File: src/rtl/ctx_xlate_pkg.sv
package ctx_xlate_pkg;
  typedef enum logic [1:0] {
    KIND_UNTRANSLATED = 2'd0,
    KIND_TRANSLATED   = 2'd1,
    KIND_XLATE_REQ    = 2'd2,
    KIND_OTHER        = 2'd3
  } req_kind_e;

  typedef enum logic [1:0] {
    TT_SECOND_LEVEL = 2'd0,
    TT_DEV_TLB      = 2'd1,
    TT_PASS_THRU    = 2'd2,
    TT_RESERVED     = 2'd3
  } xlate_type_e;

  typedef enum logic [2:0] {
    FLT_NONE     = 3'd0,
    FLT_KIND     = 3'd1,
    FLT_WIDTH    = 3'd2,
    FLT_RESERVED = 3'd3,
    FLT_PT_WIDTH = 3'd4
  } fault_e;

  typedef enum logic [1:0] {
    RT_NONE  = 2'd0,
    RT_WALK  = 2'd1,
    RT_PASS  = 2'd2,
    RT_FAULT = 2'd3
  } route_e;

  localparam int unsigned LVL_W = 3;
endpackage

File: src/rtl/ctx_level_eval.sv
module ctx_level_eval
  import ctx_xlate_pkg::*;
#(
  parameter int unsigned MAP_W = 4
) (
  input  logic [MAP_W-1:0] width_map,
  input  logic [2:0]       addr_width,
  output logic [LVL_W-1:0] max_level,
  output logic [LVL_W-1:0] aw_level,
  output logic             aw_in_map,
  output logic             aw_is_max
);
  localparam int unsigned FIRST_BIT = 1;
  localparam int unsigned LAST_BIT  = 3;

  logic [3:0] lvl_full;

  // Ascending scan: the highest set bit in range wins.
  always_comb begin
    max_level = '0;
    for (int unsigned i = FIRST_BIT; i <= LAST_BIT; i++) begin
      if (i < MAP_W && width_map[i]) max_level = LVL_W'(i + 2);
    end
  end

  always_comb begin
    lvl_full  = {1'b0, addr_width} + 4'd2;
    aw_level  = lvl_full[LVL_W-1:0];
    aw_in_map = (addr_width >= 3'(FIRST_BIT)) && (addr_width <= 3'(LAST_BIT))
                && width_map[addr_width[1:0]];
    aw_is_max = (max_level != '0) && (lvl_full == {1'b0, max_level});
  end
endmodule

File: src/rtl/ctx_route_sel.sv
module ctx_route_sel
  import ctx_xlate_pkg::*;
(
  input  logic [1:0] req_kind,
  input  logic [1:0] xlate_type,
  input  logic       pt_supported,
  input  logic       aw_in_map,
  input  logic       aw_is_max,
  output route_e     route,
  output fault_e     code
);
  logic untranslated;

  always_comb begin
    untranslated = (req_kind == KIND_UNTRANSLATED);
    route = RT_FAULT;
    code  = FLT_RESERVED;
    unique case (xlate_type)
      TT_SECOND_LEVEL: begin
        if (!untranslated)  begin route = RT_FAULT; code = FLT_KIND;  end
        else if (aw_in_map) begin route = RT_WALK;  code = FLT_NONE;  end
        else                begin route = RT_FAULT; code = FLT_WIDTH; end
      end
      TT_PASS_THRU: begin
        if (!pt_supported)  begin route = RT_FAULT; code = FLT_RESERVED; end
        else if (!untranslated) begin route = RT_FAULT; code = FLT_KIND; end
        else if (aw_is_max) begin route = RT_PASS;  code = FLT_NONE; end
        else                begin route = RT_FAULT; code = FLT_PT_WIDTH; end
      end
      default: begin route = RT_FAULT; code = FLT_RESERVED; end
    endcase
  end
endmodule

File: src/rtl/ctx_xlate_decide.sv
module ctx_xlate_decide
  import ctx_xlate_pkg::*;
#(
  parameter int unsigned ADDR_W = 48,
  parameter int unsigned LEN_W  = 16,
  parameter int unsigned MAP_W  = 4
) (
  input  logic              clk,
  input  logic              rst_n,
  input  logic              req_valid,
  input  logic [1:0]        req_kind,
  input  logic [1:0]        xlate_type,
  input  logic [2:0]        addr_width,
  input  logic [MAP_W-1:0]  width_map,
  input  logic              pt_supported,
  input  logic [ADDR_W-1:0] req_addr,
  input  logic [LEN_W-1:0]  req_len,
  output logic [2:0]        max_level,
  output logic              walk_start,
  output logic [2:0]        walk_level,
  output logic              pass_grant,
  output logic [ADDR_W-1:0] pass_addr,
  output logic [LEN_W-1:0]  pass_len,
  output logic              fault_valid,
  output logic [2:0]        fault_code
);
  logic [LVL_W-1:0] aw_level;
  logic             aw_in_map, aw_is_max;
  route_e           route;
  fault_e           code;

  ctx_level_eval #(.MAP_W(MAP_W)) u_level (
    .width_map (width_map),
    .addr_width(addr_width),
    .max_level (max_level),
    .aw_level  (aw_level),
    .aw_in_map (aw_in_map),
    .aw_is_max (aw_is_max)
  );

  ctx_route_sel u_route (
    .req_kind    (req_kind),
    .xlate_type  (xlate_type),
    .pt_supported(pt_supported),
    .aw_in_map   (aw_in_map),
    .aw_is_max   (aw_is_max),
    .route       (route),
    .code        (code)
  );

  // Next-state
  logic              walk_d, pass_d, fault_d, pass_en, walk_en;
  logic [2:0]        code_d;

  always_comb begin
    walk_d  = req_valid && (route == RT_WALK);
    pass_d  = req_valid && (route == RT_PASS);
    fault_d = req_valid && (route == RT_FAULT);
    code_d  = fault_d ? code : FLT_NONE;
    pass_en = pass_d;
    walk_en = walk_d;
  end

  // Registers: pulses and fault code
  always_ff @(posedge clk or negedge rst_n) begin
    if (!rst_n) begin
      walk_start  <= 1'b0;
      pass_grant  <= 1'b0;
      fault_valid <= 1'b0;
      fault_code  <= FLT_NONE;
    end else begin
      walk_start  <= walk_d;
      pass_grant  <= pass_d;
      fault_valid <= fault_d;
      fault_code  <= code_d;
    end
  end

  // Registers: payloads, loaded only with their own outcome
  always_ff @(posedge clk or negedge rst_n) begin
    if (!rst_n) begin
      walk_level <= '0;
      pass_addr  <= '0;
      pass_len   <= '0;
    end else begin
      if (walk_en) walk_level <= aw_level;
      if (pass_en) begin
        pass_addr <= req_addr;
        pass_len  <= req_len;
      end
    end
  end


  one_outcome_chk: assert property (@(posedge clk) disable iff (!rst_n)
    $past(req_valid) |-> $countones({walk_start, pass_grant, fault_valid}) == 1);

  no_spurious_chk: assert property (@(posedge clk) disable iff (!rst_n)
    !$past(req_valid) |-> !(walk_start || pass_grant || fault_valid));

  code_idle_chk: assert property (@(posedge clk) disable iff (!rst_n)
    !fault_valid |-> fault_code == 3'd0);

  walk_depth_chk: assert property (@(posedge clk) disable iff (!rst_n)
    walk_start |-> (walk_level >= 3'd3 && walk_level <= 3'd5));

  pass_echo_chk: assert property (@(posedge clk) disable iff (!rst_n)
    pass_grant |-> (pass_addr == $past(req_addr) && pass_len == $past(req_len)));

  reserved_type_chk: assert property (@(posedge clk) disable iff (!rst_n)
    ($past(req_valid) && $past(xlate_type) == 2'd1) |-> (fault_valid && fault_code == 3'd3));

  max_level_chk: assert property (@(posedge clk) disable iff (!rst_n)
    max_level == 3'd0 || (max_level >= 3'd3 && max_level <= 3'd5));
endmodule

File: config.mk
export PLATFORM = sky130hd
export DESIGN_NAME = ctx_xlate_decide
export DESIGN_NICKNAME = d
export VERILOG_FILES = /design/src/rtl/ctx_xlate_pkg.sv /design/src/rtl/ctx_level_eval.sv /design/src/rtl/ctx_route_sel.sv /design/src/rtl/ctx_xlate_decide.sv
export SDC_FILE = /design/constraint.sdc
export NUM_CORES = 1
export LEC_CHECK = 0
export BUFFER_PORTS_ARGS = -buffer_cell sky130_fd_sc_hd__buf_2
export CAP_MARGIN = 20
export CORE_ASPECT_RATIO = 0.8
export CORE_UTILIZATION = 39
export DETAILED_ROUTE_END_ITERATION = 10
export GPL_TIMING_DRIVEN = 0
export HOLD_SLACK_MARGIN = 0.1
export PLACE_DENSITY_LB_ADDON = 0.3
export SLEW_MARGIN = 20
export SYNTH_ARGS = -nofsm -noshare
export SYNTH_HDL_FRONTEND = slang
export SYNTH_SLANG_ARGS = --single-unit
export TNS_END_PERCENT = 10
File: constraint.sdc
create_clock -name clk -period 0.85 [get_ports clk]
set_clock_uncertainty 0.2 [all_clocks]
set_input_delay 0.255 -clock clk [delete_from_list [all_inputs] [get_ports clk]]
set_output_delay 0.255 -clock clk [all_outputs]
set_load 0.01 [all_outputs]
Yosys cells after proc, flatten, opt, wreduce, memory -nomap -nowiden
Cells that the tools add are included.
{ "totals": {"regBits": 73, "inputBits": 79, "word_cells": 43, "out_inout_bits": 76} }
{ "classes": {"addsub": 1, "n_mux": 18, "n_reduce_logical": 9, "magnitude_cmp": 3, "n_eq_ne": 5} }
{ "ops": {"columns": ["op", "n"], "rows": [
  ["$mux W3", 7],
  ["$mux W2", 6],
  ["$eq A2 B2 Y1 const B", 3],
  ["$logic_and A1 B1 Y1", 6],
  ["$pmux W3 S2", 1],
  ["$add A3 B2 Y4 const B", 1],
  ["$eq A4 B3 Y1", 1],
  ["$logic_not A2 Y1", 2],
  ["$pmux W2 S2", 1],
  ["$ge A3 B1 Y1 const B", 1],
  ["$le A3 B2 Y1 const B", 1],
  ["$lt A2 B3 Y1 const B", 1],
  ["$reduce_bool A3 Y1", 1],
  ["$bmux W1 S2", 1],
  ["$eq A2 B1 Y1 const B", 1],
  ["$mux W1", 2]
]} }

Logic depth before layout (Yosys ltp)
Gate-level depths: netlist (run 1).
{ "depth": {"ltp_word": 12, "mapped_depth": 8, "mapped_depth_nobuf": 6} }

Hierarchy
From an unflattened synthesis (run 1), not the netlist that was laid out.
{ "unflattened": {"cells_unflattened": 184, "area_unflattened_um2": 3113.0} }
{ "modules_own_cells": {"columns": ["mod", "seq_area_each_um2", "cells_each", "n_inst", "area_each_um2"], "rows": [
  ["ctx_xlate_decide", 1826.8, 155, 1, 2897.8],
  ["ctx_level_eval", 0.0, 21, 1, 153.9],
  ["ctx_route_sel", 0.0, 8, 1, 61.3]
]} }

Worst setup path after synthesis (run 1)
No wires, ideal clock.
{ "synth_path": {"path_type": "input port to flip-flop", "from": "in addr_width[1]", "to": "reg pass_addr[22]", "required_ns": 0.525, "path_stages": 8, "path_buffers": 2, "path_slack_ns": -1.237, "t_arrival_ns": 1.762, "setup_ns": 0.125, "path_cell_list": "inv_1 -> ha_1 -> nor4b_1 -> a211o_1 -> nand3b_4 -> buf_12 -> buf_12 -> mux2_4"} }
{ "synth_via": {"elab_chain_cells": 9, "elab_cells_between_ends": 17, "classes_between": "1 x add/sub; 2 x order compare; 2 x eq/ne; 8 x mux; 4 x reduce/logical"} }
{ "synth_rtl": {"columns": ["element", "line", "rtl"], "rows": [
  ["start, declared", "ctx_xlate_decide.sv:13", "input logic [2:0] addr_width,"],
  ["$add A3 B2 Y4", "ctx_level_eval.sv:27", "lvl_full = {1'b0, addr_width} + 4'd2;"],
  ["named net aw_level[2]", "ctx_xlate_decide.sv:27", "logic [LVL_W-1:0] aw_level;"],
  ["$eq A4 B3 Y1", "ctx_level_eval.sv:31", "aw_is_max = (max_level != '0) && (lvl_full == {1'b0, max_level});"],
  ["$logic_and A1 B1 Y1", "ctx_level_eval.sv:31", null],
  ["$mux W1", "ctx_route_sel.sv:27", "else if (aw_is_max) begin route = RT_PASS; code = FLT_NONE; end"],
  ["$mux W2", "ctx_route_sel.sv:26", "else if (!untranslated) begin route = RT_FAULT; code = FLT_KIND; end"],
  ["$mux W2", "ctx_route_sel.sv:25", "if (!pt_supported) begin route = RT_FAULT; code = FLT_RESERVED; end"],
  ["$pmux W2 S2", "ctx_route_sel.sv:18", "unique case (xlate_type)"],
  ["$eq A2 B2 Y1", "ctx_xlate_decide.sv:57", "pass_d = req_valid && (route == RT_PASS);"],
  ["$logic_and A1 B1 Y1", "ctx_xlate_decide.sv:57", null],
  ["end signal, assigned", "ctx_xlate_decide.sv:88", "pass_addr <= req_addr;"],
  ["end, declared", "ctx_xlate_decide.sv:22", "output logic [ADDR_W-1:0] pass_addr,"]
]} }
The timed path passes the listed nets, and every way through them passes these cells. The select of a mux whose other input is x is not followed.
A chain may end at the register's enable or synchronous reset.

Final worst setup path (run 1)
{ "layout_path": {"from": "in addr_width[1]", "to": "reg pass_addr[23]"} }
The elaborated chain is that of the path after synthesis.

==> metrics.md, run 1 <==
| Metric | Value |
|---|---|
| Status | complete, but fails checks |
| Failing checks | negative hold slack, negative setup slack |
| Initial antenna violation count | 0 |
| Post-route setup slack | -963.4 ps |
| Sequential power share | 0.492 |
| Core area | 7602 um2 |
| Yosys warns | 0 |
| Most frequent cells in the layout | 136 x buf_2, 73 x dfrtp_1, 51 x mux2_4 |
| Number of synthesized register bits | 73 |
| Hold Path Class | input pin to asynchronous set/reset pin |
| CP bufs+invs | 4 |
| DR pass1 iterations | 4 |
| Worst-path maximum fanout | 10 |
| WL final | 6.917 mm |
| Critical path's top delay family | buffers and inverters |
| Period minus WS final | approximately 1800 ps |
| Number of I/O port buffers | 154 |
| Cell variety after synth | 29 |
| Synth Net Count | 266 |
| Post-synthesis instance area | ~3200 um2 |
| Routed Antenna Nets | 0 |
| Row count | 28 |
| Horiz. Die Dim | 102.5 um |
| Worst slew pin tran | 474.8 ps |
| CP max stage cell | mux2_4 |
| Worst setup EP type | flip-flop |
| CTS root buffer | clkbuf_8 |
| Number of diodes | 0 |
| Pre-CTS setup slack | -1508 ps |
| Met1 WL | between 3 and 4 mm |
| Period utilisation layout | 2.133 |
| WP data required | 870 ps |
| Sw Ratio | 0.2498 |
| DR WL met2 | 3.195 mm |
| PD cells | 1737 nW/um2 |
| Max Slew Vio Count | 0 |
| Crit Path Category | input pin to flip-flop |
| Max transition margin | 0.6835 |
| Post-DR vias/cell | approximately 4.6 |
| Longest Clk Path Bufs | 2 |
| Routability Congestion | between 0.7 and 0.8 |
| Most common cell after layout, fill and taps aside | buf_2 |
| Placed Cells | between 400 and 500 |
| Logic pwr share | 0.172 |
| WHS | -327.1 ps |
| Syn Area/Cell | 17.13 um2 |
| Placed Area | around 4100 um2 |
| Most used cell, CP | buf_12 |
| Total GRT Usage | 0.1604 |
| Synth area leader | dfrtp_1 |
| Vias | ~2.2k |
| I/O Pins | about 160 |
| Max IR drop VDD | 1.136 mV |
| Multi-input gate area | 1246 um2 |
| Non-filler instance count after layout | 468 |
| Max Fclk | 0.5515 GHz |
| DR iter-0 viols | 43 |
| Synth top area share | 0.5796 |
| DRC | 0 |
| LEAKAGE | 0.002688 uW |
| CTS Buf Count | 9 |
| Top Metal Used | met4 |
| Main area contributors after synthesis | dfrtp_1 58%, mux2_4 23%, mux2_2 6.4% |
| Clk Latency, worst-skew pair | 320 ps |
| # clock sinks | 73 |
| Dpl hpwl | 4.794 mm |
| Max incr delay on CP | 300 ps |
| Final hold violations | around 100 |
| Power, Total | about 8000 uW |
| Gate Count Post-Synth | 184 |
| Max-cap check violation count | 0 |
| Pin count of the biggest net entering global routing | 39 |
| Starting Density | 0.4146 |
| Cells along the critical path | buf_12, inv_12, ha_4, nor4b_4, a211o_1, nand3b_4, buf_12, buf_12, mux2_4 |
| Vias in the first global route | ~2.1k |
| H-tree depth | 3 |
| Die ar. | 8447 um2 |
| Area Growth Syn to Fin | 45.77% |
| Psw | 1994 uW |
| Final instance area | approximately 4600 um2 |
| Sequential share of the synthesized area | 0.5796 |
| Setup tns final | -98400 ps |
| Die Ht | 82.41 um |
| Clock network power share | 0.336 |
| Unrepaired setup endpoints after global routing | true |
| Final-stage net count | 441 |
| Final global-route overflow total | 0 |
| FILL cells | 636 |
| Final setup fails | 148 |
| CTS tree | done |
| FF+latch area | 1827 um2 |
| Internal power | 5987 uW |
| CTS clk-pin slew, worst paths | 70 ps |
| Share of layout cells above drive strength 1 | 0.7355 |
| Met3 routed WL | 583 um |
| Routed len/inst | 14.78 um |
| Startpoint class of the critical path | input pin |
| First-pass GRT wire length | 10.08 mm |
| Critical path arrival | 1830 ps |
[registers in the layout, summed over array words and instances, names as in the netlist]
register     count
pass_addr       48
pass_len        16
fault_code       3
walk_level       3
fault_valid      1
pass_grant       1
walk_start       1
[Yosys cell counts]
| cell type | count |
|---|---|
| buf_12 | 6 |
| or2_2 | 1 |
| a211oi_1 | 1 |
| a211o_1 | 1 |
| nand3_1 | 2 |
| nor2b_1 | 2 |
| and2_1 | 1 |
| inv_1 | 4 |
| mux2_4 | 49 |
| mux2_2 | 18 |
| nor3_2 | 1 |
| nor2_1 | 5 |
| and4b_1 | 1 |
| nand2b_1 | 2 |
| a41oi_1 | 1 |
| nor3b_1 | 1 |
| o31ai_1 | 1 |
| dfrtp_1 | 73 |
| nand2_1 | 1 |
| a21oi_1 | 1 |
| or3_1 | 1 |
| a221oi_1 | 1 |
| ha_1 | 3 |
| nand3b_4 | 1 |
| nand4_1 | 1 |
| nor3_1 | 2 |
| o41a_1 | 1 |
| nor4b_1 | 1 |
| buf_4 | 1 |
[final timing paths]
path | startpoint | to | slack, ps | cells past startpoint
max | addr_width[1] | pass_addr[23] | -960 | 9
min | rst_n | pass_len[1] | -330 | 1
max reg2reg | pass_len[7] | pass_len[7] | -130 | 1
min reg2reg | pass_addr[11] | pass_addr[11] | 300 | 1
max in group asynchronous | rst_n | pass_addr[36] | 210 | 2
min in group clk | req_addr[34] | pass_addr[34] | -60 | 2
[timing repair]
item,4_1_cts,5_1_grt
buffers inserted,5,2
endpoints found under the hold margin,144,104
setup endpoints to repair,148,148
resized for setup,22,19
cloned,3,0
pin swaps,4,4
[per-stage QoR]
step / util / hold WS, ps
after floorplan: - / -240.6
after global placement: 0.5377 / 281.3
after detailed placement: 0.5407 / 48.44
after CTS: 0.5918 / -331.8
after global routing: 0.6043 / -305.5
final: 0.6043 / -327.1
[final cells by class]
type | count | area share
Sequential cell | 73 | 0.3976
Buffer | 7 | 0.02941
Clock buffer | 10 | 0.02996
Clock inverter | 5 | 0.01225
Tap cell | 105 | 0.02859
Multi-Input combinational cell | 100 | 0.2712
Inverter | 4 | 0.006536
Timing Repair Buffer | 164 | 0.2244
[power groups by stage]
| stage | Clock (uW) | Sequential, uW | Combinational, uW |
|---|---|---|---|
| after floorplan | 0 | 4110 | 455 |
| after global placement | 0 | 3950 | 1230 |
| after detailed placement | 0 | 3970 | 1260 |
| after CTS | 2790 | 3910 | 1310 |
| after global routing | 2910 | 3960 | 1490 |
| final | 2680 | 3920 | 1370 |
[layer usage]
layer | global-route usage | up-vias
li1 | - | 1006
met1 | 0.1923 | 1041
met2 | 0.2700 | 101
met3 | 0.05471 | 9
met4 | 0.05571 | 0
met5 | 0 | -
[kinds of logic after synthesis]
logic type,count (synthesis),share of synthesized area
multiplexers,67,0.2977
buffers and inverters,11,0.04526
AO/OA/AOI/OAI,7,0.01826
flip-flops,73,0.5796
adder cells (fa/ha/maj),3,0.01191
AND/OR/NAND/NOR,23,0.04725
Note: power is estimated with default switching activity, not from simulation.
==> run 2, diff against run 1 <==
Settings changed: CELL_PAD_IN_SITES_DETAIL_PLACEMENT set to 0, CELL_PAD_IN_SITES_GLOBAL_PLACEMENT set to 2, CORE_UTILIZATION 39 to 27.
==> run 2 against run 1 <==
  * Highest routed layer unchanged
  * Largest cell class unchanged
  * Cell area grew 4.9%
  * Critical endpoint is now pass_addr[43]
  * The run still ends with negative hold slack, negative setup slack left
  * Largest power group unchanged
  * Fmax grew 1.6%
  * Via count grew 1.1%
==> metrics.md, run 2 (same netlist as run 1, synthesis figures left out) <==
| Metric | Value |
|---|---|
| Max reg flops | 48 (unchanged) |
| Max transition margin | 0.6837 (about the same) |
| Final instance area | 4818 um2 (+4.9%) |
| Worst setup EP type | flip-flop |
| Sw Ratio | 0.2360 (-0.01381) |
| DR pass1 iterations | 4 (unchanged) |
| Dpl hpwl | 5.204 mm (+8.6%) |
| Vias | 2181 (+1.1%) |
| Pin count of the biggest net entering global routing | 39 (unchanged) |
| Period utilisation layout | 2.100 (-0.03323) |
| Critical path's top delay family | buffers and inverters |
| First-pass GRT wire length | 11.03 mm (+9.4%) |
| Cells along the critical path | buf_8, inv_6, ha_4, and4b_1, a211o_1, nand3b_4, buf_12, buf_12, mux2_4 |
| Crit Path Category | input pin to flip-flop |
| Total GRT Usage | 0.1238 (-0.03653) |
| CTS Buf Count | 9 (unchanged) |
| WL final | 7.404 mm (+7.0%) |
| Worst slew pin tran | 474.4 ps (-0.4221 ps) |
| Number of diodes | 0 (unchanged) |
| Hold Path Class | input pin to asynchronous set/reset pin |
| # clock sinks | 73 (unchanged) |
| Final-stage net count | 442 (+0.23%) |
| Starting Density | 0.2839 (-0.1307) |
| Post-route setup slack | -935.1 ps (+28.24 ps) |
| Final global-route overflow total | 0 (unchanged) |
| Clk Latency, worst-skew pair | 330 ps (about the same) |
| LEAKAGE | 0.002764 uW (+2.8%) |
| Sequential power share | 0.433 (-0.059) |
| CP bufs+invs | 4 (unchanged) |
| H-tree depth | 3 (unchanged) |
| CTS root buffer | clkbuf_16 |
| Clock network power share | 0.412 (+0.076) |
| Largest registers | pass_addr x48, pass_len x16 |
| CP max stage cell | mux2_4 |
| Unrepaired setup endpoints after global routing | true |
| Routed Antenna Nets | 0 (unchanged) |
| Area Growth Syn to Fin | 52.88% |
| Biggest register | pass_addr |
| Max-cap check violation count | 0 (unchanged) |
| Internal power | 6941 uW (+16%) |
| Failing checks | negative hold slack, negative setup slack |
| DR iter-0 viols | 28 (-35%) |
| Max IR drop VDD | 0.8805 mV (-23%) |
| Die ar. | 12110 um2 (+43%) |
| Finished Core Util | 0.4340 (-0.1704) |
| Die Ht | 98.64 um (+20%) |
| Longest Clk Path Bufs | 2 (unchanged) |
| CTS clk-pin slew, worst paths | 60 ps (about the same) |
| Share of layout cells above drive strength 1 | 0.7288 (-0.006770) |
| I/O Pins | 155 (unchanged) |
| Critical path arrival | 1800 ps (-30 ps) |
| Placed Area | 4159 um2 (+1.2%) |
| Period minus WS final | 1785 ps (-28.24 ps) |
| Power, Total | 9085 uW (+14%) |
| Psw | 2144 uW (+7.5%) |
| Max incr delay on CP | 300 ps (about the same) |
| Max Slew Vio Count | 0 (unchanged) |
| Initial antenna violation count | 0 (unchanged) |
| Final setup fails | 148 (unchanged) |
| Status | complete, but fails checks |
| WHS | -320.2 ps (+6.934 ps) |
| Startpoint class of the critical path | input pin |
| Vias in the first global route | 2206 (+2.7%) |
| WP data required | 860 ps (about the same) |
| Most common cell after layout, fill and taps aside | buf_2 |
| CTS tree | done |
| Most used cell, CP | buf_12 |
| Post-DR vias/cell | 4.285 (-7.0%) |
| DRC | 0 (unchanged) |
| Most frequent cells in the layout | 129 x buf_2, 73 x dfrtp_1, 51 x mux2_4 |
| Routed len/inst | 14.55 um (-1.6%) |
| Number of I/O port buffers | 154 (unchanged) |
| Horiz. Die Dim | 122.8 um (+20%) |
| Core area | 11100 um2 (+46%) |
| Worst-path maximum fanout | 10 (unchanged) |
| Routability Congestion | 0.7094 (-8.4%) |
| Logic pwr share | 0.155 (-0.017) |
| PD cells | 1885 nW/um2 (+8.5%) |
| Final hold violations | 102 (+0.99%) |
| Row count | 34 (+21%) |
| Max Fclk | 0.5602 GHz (+1.6%) |
==> run 2: cell count changes in the layout (fill, tap and decap cells not counted), sizes merged <==
cell / change
clkinv: +1
clkbuf: +1
==> run 2: power by group through the flow <==
stage          Clock [uW]  Sequential (uW)  Combinational [uW]
6_report             3740             3930                1410
2_1_floorplan           0             4110                 455
4_1_cts              3890             3920                1380
5_1_grt              4070             3970                1530
3_5_place_dp            0             3960                1280
3_3_place_gp            0             3960                1250
==> run 2: path summary, 6_finish.rpt <==
check | endpoint | slack [ps] | cells after the start | start
hold / removal | pass_addr[27] | -320 | 1 | rst_n
min in group clk | pass_len[15] | -50 | 2 | req_len[15]
setup reg to reg | pass_addr[6] | -120 | 1 | pass_addr[6]
max in group asynchronous | pass_addr[5] | 200 | 2 | rst_n
setup / recovery | pass_addr[43] | -940 | 9 | addr_width[2]
hold reg to reg | pass_addr[12] | 300 | 1 | pass_addr[12]
==> run 2: final cells by class <==
type	instances	area (um2)
Tap cell	144	180.2
Buffer	7	135.1
Timing Repair Buffer	165	1104
Multi-Input combinational cell	100	1244
Clock inverter	6	57.56
Inverter	4	32.53
Fill cell	1030	6285
Clock buffer	10	239.0
Sequential cell	73	1827
==> run 2: metrics by stage <==
step	setup WS (ps)	hold slack [ps]	TNS, ps	std cells
after floorplan	-1110	-240.6	-75880	184
after global placement	-1500	285.0	-198320	482
after detailed placement	-1500	44.68	-118700	483
after CTS	-931.9	-311.7	-97850	507
after global routing	-964.9	-292.3	-102320	509
final	-935.1	-320.2	-97020	509
==> run 2: layer usage <==
layer | wire length [um] | GRT usage | up-vias
met5 | 0 | 0 | -
met4 | 97 | 0.04503 | 0
met3 | 860 | 0.07350 | 8
met2 | 3226 | 0.1802 | 104
met1 | 3220 | 0.1495 | 1058
li1 | - | - | 1011
==> run 2: what timing repair did <==
action                                  in CTS  in global routing
pin swaps                                    5                  3
endpoints found under the setup margin     148                148
setup buffers                                6                  1
endpoints found under the hold margin      126                105
cloned                                       2                  1
resized for setup                           33                 16
